**src/rtl/hdr_demux_pkg.sv**
```systemverilog
package hdr_demux_pkg;
    localparam int WORD_W     = 20;
    localparam int N_LANE     = 2;
    localparam int HALF_W     = WORD_W / N_LANE;
    localparam int N_DEST     = 9;
    localparam int FIFO_DEPTH = 16;

    typedef enum logic [1:0] {
        ST_IDLE = 2'd0,
        ST_HEAD = 2'd1,
        ST_BODY = 2'd2
    } demux_state_t;
endpackage

```
**src/rtl/hdr_store.sv**
```systemverilog
module hdr_store #(
    parameter int W     = 20,
    parameter int DEPTH = 16
) (
    input  logic         clk,
    input  logic         rst_n,
    input  logic         wr_en,
    input  logic [W-1:0] wr_data,
    input  logic         rd_en,
    output logic [W-1:0] rd_data,
    output logic         full,
    output logic         empty,
    output logic         ovf
);
    localparam int AW = $clog2(DEPTH);
    localparam int CW = $clog2(DEPTH + 1);

    logic [W-1:0]  mem [DEPTH];
    logic [AW-1:0] wp, rp;
    logic [CW-1:0] cnt;
    logic          do_wr, do_rd;

    assign full    = (cnt == CW'(DEPTH));
    assign empty   = (cnt == '0);
    assign do_wr   = wr_en && !full;
    assign do_rd   = rd_en && !empty;
    assign rd_data = mem[rp];

    always_ff @(posedge clk) begin
        if (do_wr) mem[wp] <= wr_data;
    end

    always_ff @(posedge clk) begin
        if (!rst_n) begin
            wp  <= '0;
            rp  <= '0;
            cnt <= '0;
            ovf <= 1'b0;
        end else begin
            if (do_wr) wp <= (wp == AW'(DEPTH - 1)) ? '0 : wp + 1'b1;
            if (do_rd) rp <= (rp == AW'(DEPTH - 1)) ? '0 : rp + 1'b1;
            cnt <= cnt + CW'(do_wr) - CW'(do_rd);
            if (wr_en && full) ovf <= 1'b1;
        end
    end
endmodule

```
**src/rtl/rot_ctr.sv**
```systemverilog
module rot_ctr #(
    parameter int N_DEST = 9
) (
    input  logic              clk,
    input  logic              rst_n,
    input  logic              clr,
    input  logic              adv,
    output logic [N_DEST-1:0] sel_oh
);
    localparam int IW = $clog2(N_DEST);

    logic [IW-1:0] idx;

    always_ff @(posedge clk) begin
        if (!rst_n || clr)
            idx <= '0;
        else if (adv)
            idx <= (idx == IW'(N_DEST - 1)) ? '0 : idx + 1'b1;
    end

    for (genvar g = 0; g < N_DEST; g++) begin : g_dec
        assign sel_oh[g] = (idx == IW'(g));
    end
endmodule

```
**src/rtl/demux_lane.sv**
```systemverilog
module demux_lane #(
    parameter int HALF_W = 10,
    parameter int N_DEST = 9
) (
    input  logic              clk,
    input  logic              rst_n,
    input  logic              go,
    input  logic [HALF_W-1:0] half,
    input  logic [N_DEST-1:0] sel_oh,
    output logic [HALF_W-1:0] data_q,
    output logic [N_DEST-1:0] stb_q
);
    always_ff @(posedge clk) begin
        if (!rst_n) begin
            data_q <= '0;
            stb_q  <= '0;
        end else begin
            stb_q <= go ? sel_oh : '0;
            if (go) data_q <= half;
        end
    end
endmodule

```
**src/rtl/hdr_split_demux.sv**
```systemverilog
module hdr_split_demux
    import hdr_demux_pkg::*;
(
    input  logic              clk,
    input  logic              rst_n,
    input  logic              in_valid,
    input  logic              in_hdr,
    input  logic [WORD_W-1:0] in_data,
    input  logic              hdr_rd,
    output logic [WORD_W-1:0] hdr_data,
    output logic              hdr_full,
    output logic              hdr_empty,
    output logic              hdr_ovf,
    output logic [HALF_W-1:0] lane_a_data,
    output logic [N_DEST-1:0] lane_a_stb,
    output logic [HALF_W-1:0] lane_b_data,
    output logic [N_DEST-1:0] lane_b_stb
);
    demux_state_t state, state_nx;
    logic hdr_wr, pay_go, rot_clr;
    logic [N_DEST-1:0] sel_oh;
    logic [N_LANE-1:0][HALF_W-1:0] lane_dq;
    logic [N_LANE-1:0][N_DEST-1:0] lane_sq;

    // state register
    always_ff @(posedge clk) begin
        if (!rst_n) state <= ST_IDLE;
        else        state <= state_nx;
    end

    // next state
    always_comb begin
        state_nx = state;
        unique case (state)
            ST_IDLE, ST_HEAD, ST_BODY: begin
                if (in_valid && in_hdr)       state_nx = ST_HEAD;  // T_OPEN / T_STAY
                else if (in_valid && !in_hdr) state_nx = ST_BODY;  // T_FILL
            end
            default: state_nx = ST_IDLE;
        endcase
    end

    // outputs of the machine
    always_comb begin
        hdr_wr  = 1'b0;
        pay_go  = 1'b0;
        rot_clr = 1'b0;
        unique case (state)
            ST_HEAD: begin
                hdr_wr = in_valid && in_hdr;
                pay_go = in_valid && !in_hdr;
            end
            ST_IDLE, ST_BODY: begin
                hdr_wr  = in_valid && in_hdr;
                rot_clr = in_valid && in_hdr;   // T_OPEN: event start
                pay_go  = in_valid && !in_hdr;
            end
            default: ;
        endcase
    end

    hdr_store #(.W(WORD_W), .DEPTH(FIFO_DEPTH)) u_store (
        .clk(clk), .rst_n(rst_n), .wr_en(hdr_wr), .wr_data(in_data),
        .rd_en(hdr_rd), .rd_data(hdr_data), .full(hdr_full),
        .empty(hdr_empty), .ovf(hdr_ovf)
    );

    rot_ctr #(.N_DEST(N_DEST)) u_rot (
        .clk(clk), .rst_n(rst_n), .clr(rot_clr), .adv(pay_go), .sel_oh(sel_oh)
    );

    for (genvar g = 0; g < N_LANE; g++) begin : g_lane
        demux_lane #(.HALF_W(HALF_W), .N_DEST(N_DEST)) u_lane (
            .clk(clk), .rst_n(rst_n), .go(pay_go),
            .half(in_data[(N_LANE-g)*HALF_W-1 -: HALF_W]),
            .sel_oh(sel_oh), .data_q(lane_dq[g]), .stb_q(lane_sq[g])
        );
    end

    assign lane_a_data = lane_dq[0];
    assign lane_a_stb  = lane_sq[0];
    assign lane_b_data = lane_dq[1];
    assign lane_b_stb  = lane_sq[1];
endmodule

```
**config.mk**
```make
export PLATFORM = sky130hd
export DESIGN_NAME = hdr_split_demux
export DESIGN_NICKNAME = d
export VERILOG_FILES = /design/src/rtl/hdr_demux_pkg.sv /design/src/rtl/hdr_store.sv /design/src/rtl/rot_ctr.sv /design/src/rtl/demux_lane.sv /design/src/rtl/hdr_split_demux.sv
export SDC_FILE = /design/constraint.sdc
export NUM_CORES = 1
export LEC_CHECK = 0
export BUFFER_PORTS_ARGS = -buffer_cell sky130_fd_sc_hd__buf_2
export CORE_ASPECT_RATIO = 2
export CORE_MARGIN = 2
export CORE_UTILIZATION = 40
export DETAILED_ROUTE_END_ITERATION = 8
export PLACE_DENSITY = 0.63
export RECOVER_POWER = 100
export SYNTH_ARGS = -nofsm -noshare
export SYNTH_HDL_FRONTEND = slang
export SYNTH_SLANG_ARGS = --single-unit
```
**constraint.sdc**
```tcl
create_clock -name clk -period 3.6 [get_ports clk]
set_clock_uncertainty 0.1 [all_clocks]
set_input_delay 0.36 -clock clk [delete_from_list [all_inputs] [get_ports clk]]
set_output_delay 0.36 -clock clk [all_outputs]
set_load 0.01 [all_outputs]
```
### Word level (Yosys, flattened, before mapping)

Memory sizes are Yosys's and may differ from the RTL's. A register that Yosys moved wholly into a read port is not among the register bits.
Cells that the tools add are included.
W data, S select, Z words.

| storage, ports and cells | value |
|---|---|
| input bits | 25 |
| register bits | 49 |
| bits in writable memories | 320 |
| word-level logic and storage cells | 62 |
| memories | 1 |

| operators by class | value |
|---|---|
| add/subtract/negate cells | 5 |
| reductions and logical operators | 19 |
| muxes and demuxes | 12 |
| eq/ne operators | 13 |
| bitwise gates (word level) | 2 |

Memory list:

| memory | depth | bits a word | read ports | clocked after memory_dff | write ports | RTL line | RTL |
|---|---|---|---|---|---|---|---|
| u_store.mem | 16 | 20 | 1 | 1 | 1 | hdr_store.sv:18 | `logic [W-1:0] mem [DEPTH];` |

Operators by type and width:

| kind | count |
|---|---|
| $mux W4 | 5 |
| $eq A4 B3 Y1 const B | 4 |
| $add A4 B1 Y4 const B | 3 |
| $eq A4 B4 Y1 const B | 3 |
| $eq A4 B2 Y1 const B | 2 |
| $mux W1 | 7 |
| $reduce_or A3 Y1 | 2 |
| $add A5 B1 Y5 | 1 |
| $eq A5 B5 Y1 const B | 1 |
| $logic_and A1 B1 Y1 | 5 |
| $logic_not A5 Y1 | 1 |
| $sub A5 B1 Y5 | 1 |
| $eq A4 B1 Y1 const B | 1 |
| $logic_not A1 Y1 | 4 |
| $logic_not A4 Y1 | 1 |
| $reduce_and A2 Y1 | 2 |
| $eq A2 B1 Y1 const B | 1 |
| $eq A2 B2 Y1 const B | 1 |
| $logic_not A2 Y1 | 1 |
| $not A1 Y1 | 2 |
| $reduce_bool A2 Y1 | 1 |
| $reduce_or A2 Y1 | 1 |
| $logic_or A1 B1 Y1 | 1 |

### Longest topological paths before layout

Gate-level depths: netlist of the first run.

| logic depth | value |
|---|---|
| depth after elaboration | 6 |
| gate-level depth with buffers | 14 |
| mapped depth without buffers | 14 |

### Hierarchy

A second synthesis of the first run with hierarchy kept.

| unflattened totals | value |
|---|---|
| cell total of the unflattened synthesis | 745 |
| area, all modules | 14671.6 µm² |

Modules (own cells, without submodules):

| module | cells each | area an instance (µm²) | times used |
|---|---|---|---|
| hdr_store | 600 | 13013.7 | 1 |
| demux_lane | 51 | 643.1 | 2 |
| rot_ctr | 33 | 281.5 | 1 |
| hdr_split_demux | 10 | 90.1 | 1 |

### Worst setup path before layout of the first run

No wires, ideal clock.

| timing path | value |
|---|---|
| kind | register to register |
| from | reg u_store.cnt[2] |
| to | mem u_store.mem[1][0] (enable) |
| path slack | -0.309 ns |
| stages on the path, launching flop included | 8 |
| data arrival time | 3.361 ns |
| buffers on the path | 2 |
| library setup time | 0.448 ns |
| path through | dfxtp_1 > inv_1 > ha_1 > nor4bb_4 > or3b_1 > buf_2 > buf_2 > nor4_1 |

| between the ends | value |
|---|---|
| longest elaborated chain between the ends | 5 |

Ends and longest elaborated chain:

| what | RTL line | RTL |
|---|---|---|
| from (decl) | hdr_store.sv:20 | `logic [CW-1:0] cnt;` |
| from (signal assigned) | hdr_store.sv:42 | `cnt <= cnt + CW'(do_wr) - CW'(do_rd);` |
| $eq A5 B5 Y1 | hdr_store.sv:23 | `assign full = (cnt == CW'(DEPTH));` |
| named net hdr_full | hdr_split_demux.sv:11 | `output logic hdr_full,` |
| $logic_not A1 Y1 | hdr_store.sv:25 | `assign do_wr = wr_en && !full;` |
| $logic_and A1 B1 Y1 | hdr_store.sv:25 |  |
| $mux W1 | hdr_store.sv:30 | `if (do_wr) mem[wp] <= wr_data;` |
| $mux W1 (not written as such) | hdr_store.sv:30 |  |
| to (decl) | hdr_store.sv:18 |  |

The timed path passes the listed nets, and every way through them passes these cells.

==> summary.md, run 1 <==
| Metric | Value |
|---|---|
| Outcome | completed |
| Total gr overflow | 0 |
| Crit end category | output pin |
| Hold Crit Depth | 3 |
| Max Slew Vio Count | 0 |
| CTS root buf | clkbuf_16 |
| # clock sinks | around 370 |
| Met2 WL post-DR | roughly 19000 um |
| Die X | approximately 140 um |
| Routed Antenna Nets | 0 |
| Reg-to-reg endpoint | u_store.mem[6][10]$_DFFE_PP_ |
| DR top layer | met4 |
| CTS buffer count | 31 |
| Slew @ Worst Pin | about 1.3 ns |
| Vias after detailed routing | 7283 |
| EDFF count, synth | 320 |
| Final setup fails | 0 |
| Via-to-Cell Ratio | approximately 5.4 |
| Placer Congestion | about 0.8 |
| Max-Cap Viols | 0 |
| Crit Path Max Fanout | 31 |
| CTS tree | done |
| CP startpoint kind | flop |
| Max VDD drop | between 0.4 and 0.5 mV |
| RSZ-0062 raised after global routing | no |
| Synth Warn # | 0 |
| R2R setup slack | approximately 0.3 ns |
| Buffers on Ports | 85 |
| Layout cells sized above 1 | approximately a fifth |
| Die height | 271 um |
| Row count | 97 |
| Final core utilization | a little under half |
| DRT iter0 DRCs | 458 |
| Initial Util | between 40% and 50% |
| Core Footprint | roughly 35000 um2 |
| Commonest register cell after synthesis | edfxtp_1 |
| Cts repair resizes | 0 |
| Initial antenna violation count | 1 |
| Hold Crit Class | input pin to flop |
| Clock Latency Late Sink | 0.56 ns |
| Diode count | 0 |
| WL final | approximately 33000 um |
| Post-DP HPWL | 21200 um |
| FF+latch count, synth | between 300 and 400 |
| Setup ws final | 0.245 ns |
| Post-DR wirelength/cell | about 24 um |
| Clock slew at reported path FFs | about 0.07 ns |
| Period minus WS final | about 3.4 ns |
| Asr flop ratio synth | 0% |
| Required time worst endpoint | 3.14 ns |
| Seq/Total Area, Yosys | around 75% |
| Fin crit share | about 93% |
| H-tree levels | 1 |
| Fmax achieved | between 200 and 300 MHz |
| Drt drc | 0 |
| Hold Crit Start | in_valid |
| Syn avg cell area | 18.5 um2 |
| Reg2reg path depth | 8 |
| Library cells used by synthesis | 38 |
| Max Root-Sink Buffers | 3 |
| Worst relative slew slack | 16.6% |
| Post-route cell area | 16200 um2 |
| First-pass GRT wire length | roughly 48000 um |
| Die area | between 30000 and 40000 um2 |
| Vias in the first global route | around 7600 |
| Place WS | around 0.37 ns |
| I/O Pins | 86 |
| DR pass1 iterations | 4 |
| Final hold vios | 0 |
| Cell area power density | between 600 and 700 nW/um2 |
| Filler cell count | roughly 3000 |
| Critical path data arrival time | 2.90 ns |
| Gr usage total | between 10% and 20% |
| Dpl cell area | ~15000 um2 |
| LEAKAGE | 5.13 nW |
| Worst Hold End | state[0]$_SDFFE_PN0P_ |
| Syn-to-layout area delta | 13.7% |
| Reg-to-Reg Start | u_store.cnt[2]$_SDFF_PN0_ |
| Post-Syn Area | around 14000 um2 |
| M1 wire length | between 10000 and 15000 um |
| WS Path Type | flop to output pin |
| Synthesized Nets | roughly 800 |
| Met3 WL | around 1100 um |
| Pin count of the biggest net entering global routing | 40 |
| Synthesized instance count | 769 |
| Fin nets | approximately 900 |
| Pwr Total | approximately 0.0097 W |
[final cells by class]
cell class | instances | area (um2) | area share [%]
sequential | 373 | 10700 | 65.9
tap | 445 | 557 | 3.44
clock inverter | 20 | 213 | 1.31
clock buffer | 37 | 851 | 5.25
inverter | 20 | 75.1 | 0.463
multi-input combinational | 329 | 3270 | 20.2
timing repair buffer | 120 | 566 | 3.49
[logic make-up (layout without fill, tap and decap cells)]
kind of cell	Yosys count	in the layout	synth area share, %
DFF	373	373	74.9
adders and majority gates	16	16	1.46
AOI/OAI and AO/OA	86	86	3.85
xor gates and xnor gates	4	4	0.246
and+or+nand+nor	143	143	4.83
buffers and inverters	67	197	2.10
muxes	80	80	12.6
[synth_stat cells, types with 2 or more instances]
library cell	number	area share, %
nor3_1	9	0.32
edfxtp_1	320	67
and3_1	5	0.22
and2_1	12	0.53
nand2_1	79	2.1
a21oi_1	34	1.2
o21ai_0	7	0.25
ha_1	15	1.3
dfxtp_1	53	7.4
nand2b_1	2	0.088
buf_2	11	0.39
a22oi_1	40	2.1
nor2_1	13	0.34
inv_1	19	0.50
or3_1	2	0.088
nor4_1	5	0.22
nor2b_1	3	0.13
buf_4	9	0.47
mux4_2	80	13
xnor2_1	3	0.18
clkbuf_1	27	0.71
nand3_1	4	0.14
a41oi_1	2	0.12
[worst max-delay path, stage by stage (launching register included)]
cell and delay [ns]:
dfxtp_2 0.93, clkbuf_2 0.50, mux4_2 0.36, a22oi_1 0.23
nand2_1 0.14, clkbuf_1 0.15
[placed cells by master, fill, tap and decap left out, types with 6 or more instances in the layout]
cell type / instances
buf_4: 6
and2_0: 10
clkinv_2: 12
clkbuf_16: 33
nor3_1: 9
nor2_1: 12
a21oi_1: 33
clkbuf_2: 15
buf_2: 10
inv_1: 20
ha_1: 15
mux4_2: 80
clkbuf_1: 87
dfxtp_1: 51
o21ai_0: 7
edfxtp_1: 320
a22oi_1: 40
nand2_1: 79
[routing by layer]
layer / GRT usage (%) / vias up
li1: - / 3238
met1: 19.8 / 3843
met2: 35.2 / 154
met3: 1.69 / 48
met4: 5.81 / 0
met5: 0 / -
[timing repair]
| action | CTS | global route |
|---|---|---|
| setup buffers | 0 | 0 |
| hold buffers | 2 | 0 |
| hold endpoints to repair | 2 | 0 |
[registers in the layout, summed over array words and instances (netlist names), named ones only]
name,flops
g_lane.u_lane.data_q,20
g_lane.u_lane.stb_q,9
state,2
u_rot.idx,4
u_store.cnt,5
u_store.mem,320
u_store.ovf,1
u_store.rp,4
u_store.wp,4
[worst max path at each step]
stage	startpoint	end	slack, ns	cells after the start
finish	flop	hdr_data[12]	0.24	5
global route	u_store.cnt[2]$_SDFF_PN0_	u_store.mem[6][19]$_DFFE_PP_	0.09	8
CTS	u_store.cnt[2]$_SDFF_PN0_	u_store.cnt[4]$_SDFF_PN0_	0.36	14
detailed placement	u_store.cnt[2]$_SDFF_PN0_	u_store.cnt[4]$_SDFF_PN0_	0.37	14
global placement	u_store.cnt[2]$_SDFF_PN0_	u_store.cnt[4]$_SDFF_PN0_	0.43	14
floorplan	u_store.cnt[2]$_SDFF_PN0_	u_store.mem[1][0]$_DFFE_PP_	-0.31	7
[per-stage QoR]
step | hold WS [ns] | TNS (ns) | std cells
6_report | 0.0308 | 0 | 1344
5_1_grt | 0.0437 | 0 | 1344
4_1_cts | 0.00455 | 0 | 1344
3_5_place_dp | 0.344 | 0 | 1285
3_3_place_gp | 0.338 | 0 | 1285
2_1_floorplan | 0.359 | -24.71 | 769
[report_power, final]
group	total [W]	switching (W)	internal, W	leakage (nW)
sequential	0.00487	0.0000922	0.00478	3.31
combinational	0.00143	0.000756	0.000678	1.28
clock	0.00344	0.00146	0.00198	0.530
total	0.00975	0.00231	0.00743	5.13
Power figures use the tool's default switching activity.
==> run 2: changes to the inputs <==
SYNTH_HIERARCHICAL = 1   (was unset)
==> run 2 against run 1 <==
  * The run now ends with max-capacitance violations, max-slew violations left
  * Hold slack gained 0.0035 ns
  * Design area grew 3.0%
  * Die area grew 2.9%
  * Largest cell class unchanged
  * Global-route usage shrank 0.12 points
  * Register-to-register slack gained 0.03 ns
  * Highest routed layer unchanged
==> summary.md, run 2 <==
| Metric | Value |
|---|---|
| Crit Path Max Fanout | 6 (was 31) |
| Cell area power density | 593 nW/um2 (was 602 nW/um2) |
| First-pass GRT wire length | 50300 um (was 48400 um) |
| R2R setup slack | 0.33 ns (was 0.30 ns) |
| Largest registers | u_store/mem: 320 flops, g_lane.u_lane/data_q: 20 flops, g_lane.u_lane/stb_q: 18 flops (was u_store.mem: 320 flops, g_lane.u_lane.data_q: 20 flops, g_lane.u_lane.stb_q: 9 flops) |
| Synth area leader | edfxtp_1 (unchanged) |
| Row count | 99 (was 97) |
| Asr flop ratio synth | 0% (unchanged) |
| H-tree levels | 1 (unchanged) |
| Psw | 0.00236 W (was 0.00231 W) |
| I/O Pins | 86 (unchanged) |
| Hold Crit Depth | 3 (unchanged) |
| Vias after detailed routing | 7308 (was 7283) |
| Critical path endpoint | u_store/cnt[4]$_SDFF_PN0_ (was hdr_data[12]) |
| Hold Crit Class | input pin to flop (unchanged) |
| WL final | 34100 um (was 32600 um) |
| Clock slew at reported path FFs | 0.07 ns (about the same) |
| Number of setup buffers added after CTS | 0 (unchanged) |
| CTS tree | done (unchanged) |
| Final setup fails | 0 (unchanged) |
| Sw Ratio | 23.8% (was 23.7%) |
| Number of flip-flops in the largest register | 320 (unchanged) |
| Routed Antenna Nets | 0 (unchanged) |
| CTS buffer count | 31 (unchanged) |
| Reg2reg path depth | 13 (was 8) |
| Critical path data arrival time | 3.63 ns (was 2.90 ns) |
| Initial antenna violation count | 2 (was 1) |
| Layout cells sized above 1 | 19.6% (about the same) |
| Fin nets | 903 (was 916) |
| Largest reg by FF count | u_store/mem (was u_store.mem) |
| Post-DR wirelength/cell | 25.4 um (was 24.3 um) |
| CTS root buf | clkbuf_16 (unchanged) |
| Buffers & Inverters on Critical Path | 3 (was 2) |
| Worst path top cell family by delay | simple AND/OR/NAND/NOR gates (was flip-flops) |
| Slowest stage cell, crit path | or4b_1 (was dfxtp_2) |
| Seq/Total Area, Yosys | 74.0% (was 74.9%) |
| Largest cells by area after synthesis | edfxtp_1 (65%), mux4_2 (9.8%), dfxtp_1 (8.5%), mux4_1 (2.9%), a22oi_1 (2.0%) (was edfxtp_1 (67%), mux4_2 (13%), dfxtp_1 (7.4%), a22oi_1 (2.1%), nand2_1 (2.1%)) |
| Max Slew Vio Count | 8 (was 0) |
| Die area | 38300 um2 (was 37200 um2) |
| Failing checks | max-capacitance violations, max-slew violations |
| Initial Util | 40.4% (was 40.6%) |
| Cts repair resizes | 0 (unchanged) |
| Total gr overflow | 0 (unchanged) |
| Fin crit share | 91.0% (was 93.2%) |
| Die height | 275 um (was 271 um) |
| Library cells used by synthesis | 41 (was 38) |
| Die X | 139 um (was 137 um) |
| Int Pwr | 0.00754 W (was 0.00743 W) |
| Drt drc | 0 (unchanged) |
| DRT iter0 DRCs | 695 (was 458) |
| Vias in the first global route | 7819 (was 7595) |
| Max-Cap Viols | 1 (was 0) |
| DR pass1 iterations | 5 (was 4) |
| EDFF count, synth | 320 (unchanged) |
| Placer Congestion | 0.752 (was 0.787) |
| Buffers on Ports | 85 (unchanged) |
| Count leader, synth | edfxtp_1 (unchanged) |
| Synth Warn # | 6 (was 0) |
| Crit end category | flop (was output pin) |
| Hold WS | 0.0342 ns (was 0.0308 ns) |
| Clock Latency Late Sink | 0.57 ns (was 0.56 ns) |
| Sequential Power Share | 50.3% (was 50.0%) |
| Top cell type's share of synthesized area | 65.5% (was 67.4%) |
| Synthesized instance count | 745 (was 769) |
| Most common cell after layout, fill and taps aside | edfxtp_1 (unchanged) |
| Filler cell count | 3076 (was 2997) |
| Outcome | finished with violations (was completed) |
| Diode count | 0 (unchanged) |
| Place WS | 0.390 ns (was 0.371 ns) |
| Slew @ Worst Pin | 1.57 ns (was 1.25 ns) |
| Slowest cell delay on critical path | 0.52 ns (was 0.93 ns) |
| Period minus WS final | 3.27 ns (was 3.36 ns) |
| Commonest register cell after synthesis | edfxtp_1 (unchanged) |
| Syn-to-layout area delta | 13.7% (about the same) |
| Gr usage total | 17.9% (was 18.0%) |
| Core Footprint | 36300 um2 (was 35100 um2) |
| Fmax achieved | 305 MHz (was 298 MHz) |
| Post-Syn Area | 14700 um2 (was 14200 um2) |
| Max Root-Sink Buffers | 3 (unchanged) |
| Clock power frac | 35.3% (about the same) |
| Synth cell count leaders | edfxtp_1 (320), mux4_2 (64), dfxtp_1 (62) (was edfxtp_1 (320), mux4_2 (80), nand2_1 (79)) |
| LEAKAGE | 5.44 nW (was 5.13 nW) |
| Max VDD drop | 0.391 mV (was 0.443 mV) |
| Reg-to-reg endpoint | u_store/cnt[4]$_SDFF_PN0_ (was u_store.mem[6][10]$_DFFE_PP_) |
| # clock sinks | 382 (was 373) |
| Setup_tns | 0 ns (unchanged) |
| CP startpoint kind | flop (unchanged) |
| CP Launch Point | u_store/cnt[3]$_SDFF_PN0_ |
| Setup ws final | 0.325 ns (was 0.245 ns) |
| Worst relative slew slack | -4.88% (was 16.6%) |
| Reg-to-Reg Start | u_store/cnt[3]$_SDFF_PN0_ (was u_store.cnt[2]$_SDFF_PN0_) |
| Via-to-Cell Ratio | 5.45 (was 5.42) |
| Pin count of the biggest net entering global routing | 37 (was 40) |
| Final hold vios | 0 (unchanged) |
| Critical path depth in cells | 13 (was 5) |
| Syn avg cell area | 19.7 um2 (was 18.5 um2) |
| FF+latch count, synth | 382 (was 373) |
| Post-DP HPWL | 20900 um (was 21200 um) |
| Synthesized Nets | 786 (was 810) |
| Required time worst endpoint | 3.95 ns (was 3.14 ns) |
| Worst path cell trace | inv_1, ha_1, or4b_1, nand2_1, inv_1, ha_1, inv_1, ha_1, fa_1, a21oi_1, nor2_1, or3_1, and3_1 (was clkbuf_2, mux4_2, a22oi_1, nand2_1, clkbuf_1) |
| RSZ-0062 raised after global routing | no (unchanged) |
| Logic pwr share | 14.4% (was 14.7%) |
| WS Path Type | flop to flop (was flop to output pin) |
| Most frequent cells in the layout | edfxtp_1 (320), clkbuf_1 (85), mux4_2 (64) (was edfxtp_1 (320), clkbuf_1 (87), mux4_2 (80)) |
==> run 2: layer usage <==
metal | up-vias | wire length [um] | global-route usage (%)
met4 | 0 | 815 | 5.53
met1 | 3832 | 12200 | 20.0
met2 | 205 | 19500 | 35.0
met3 | 50 | 1650 | 2.33
li1 | 3221 | - | -
met5 | - | 0 | 0
==> run 2: worst min-delay path by stage <==
stage / startpoint / to / slack, ns
final: in_hdr / state[1]$_SDFFE_PP0P_ / 0.03
after global routing: hdr_rd / flop / 0.04
after CTS: in_hdr / state[1]$_SDFFE_PP0P_ / 0.02
after detailed placement: u_store/ovf$_SDFFE_PN0P_ / u_store/ovf$_SDFFE_PN0P_ / 0.39
after global placement: u_store/ovf$_SDFFE_PN0P_ / u_store/ovf$_SDFFE_PN0P_ / 0.38
after floorplan: in_data[0] / u_store/mem[0][0]$_DFFE_PP_ / 0.36
==> run 2: repair_timing <==
action,CTS,global route
hold buffers,1,0
endpoints found under the hold margin,2,0
setup endpoints to repair,0,0
==> run 2: logic make-up (layout without fill, tap and decap cells) <==
family | after synthesis | after routing | share of synthesized area (%)
simple gates | 132 | 132 | 5.18
xor+xnor | 8 | 8 | 0.478
fa+ha+maj | 16 | 16 | 1.42
compound gates | 60 | 60 | 3.05
flops | 382 | 382 | 74.0
buf+inv | 46 | 187 | 1.80
mux | 101 | 101 | 14.1
==> run 2: through the flow <==
step / utilization, % / total power (W) / cells / area, um2
6_report: 46.0 / 0.00990 / 1340 / 16700
5_1_grt: 46.0 / 0.0103 / 1340 / 16700
4_1_cts: 46.4 / 0.0101 / 1340 / 16800
3_5_place_dp: 43.5 / 0.00658 / 1282 / 15800
3_3_place_gp: 43.5 / 0.00656 / 1282 / 15800
2_1_floorplan: - / 0.00607 / 745 / 14700
==> run 2: final cells by class <==
| type | instances | area [um2] | share of cell area (%) |
|---|---|---|---|
| sequential | 382 | 10900 | 65.1 |
| multi-input combinational | 317 | 3560 | 21.3 |
| clock buffer | 45 | 868 | 5.20 |
| timing repair buffer | 117 | 612 | 3.67 |
| tap | 454 | 568 | 3.40 |
| clock inverter | 12 | 171 | 1.03 |
| inverter | 13 | 48.8 | 0.292 |
==> run 2: worst register-to-register path: stages, from the launching register on <==
cell     delay (ns)
dfxtp_1        0.32
inv_1          0.07
ha_1           0.16
or4b_1         0.52
nand2_1        0.20
inv_1          0.07
ha_1           0.27
inv_1          0.04
ha_1           0.20
fa_1           0.42
a21oi_1        0.18
nor2_1         0.07
or3_1          0.35
and3_1         0.19
==> run 2: power by group through the flow <==
stage          sequential (W)  combinational (W)  clock, W
2_1_floorplan         0.00501            0.00106         0
4_1_cts               0.00499            0.00151   0.00356
5_1_grt               0.00500            0.00156   0.00372
3_5_place_dp          0.00509            0.00150         0
3_3_place_gp          0.00508            0.00148         0
6_report              0.00498            0.00143   0.00349
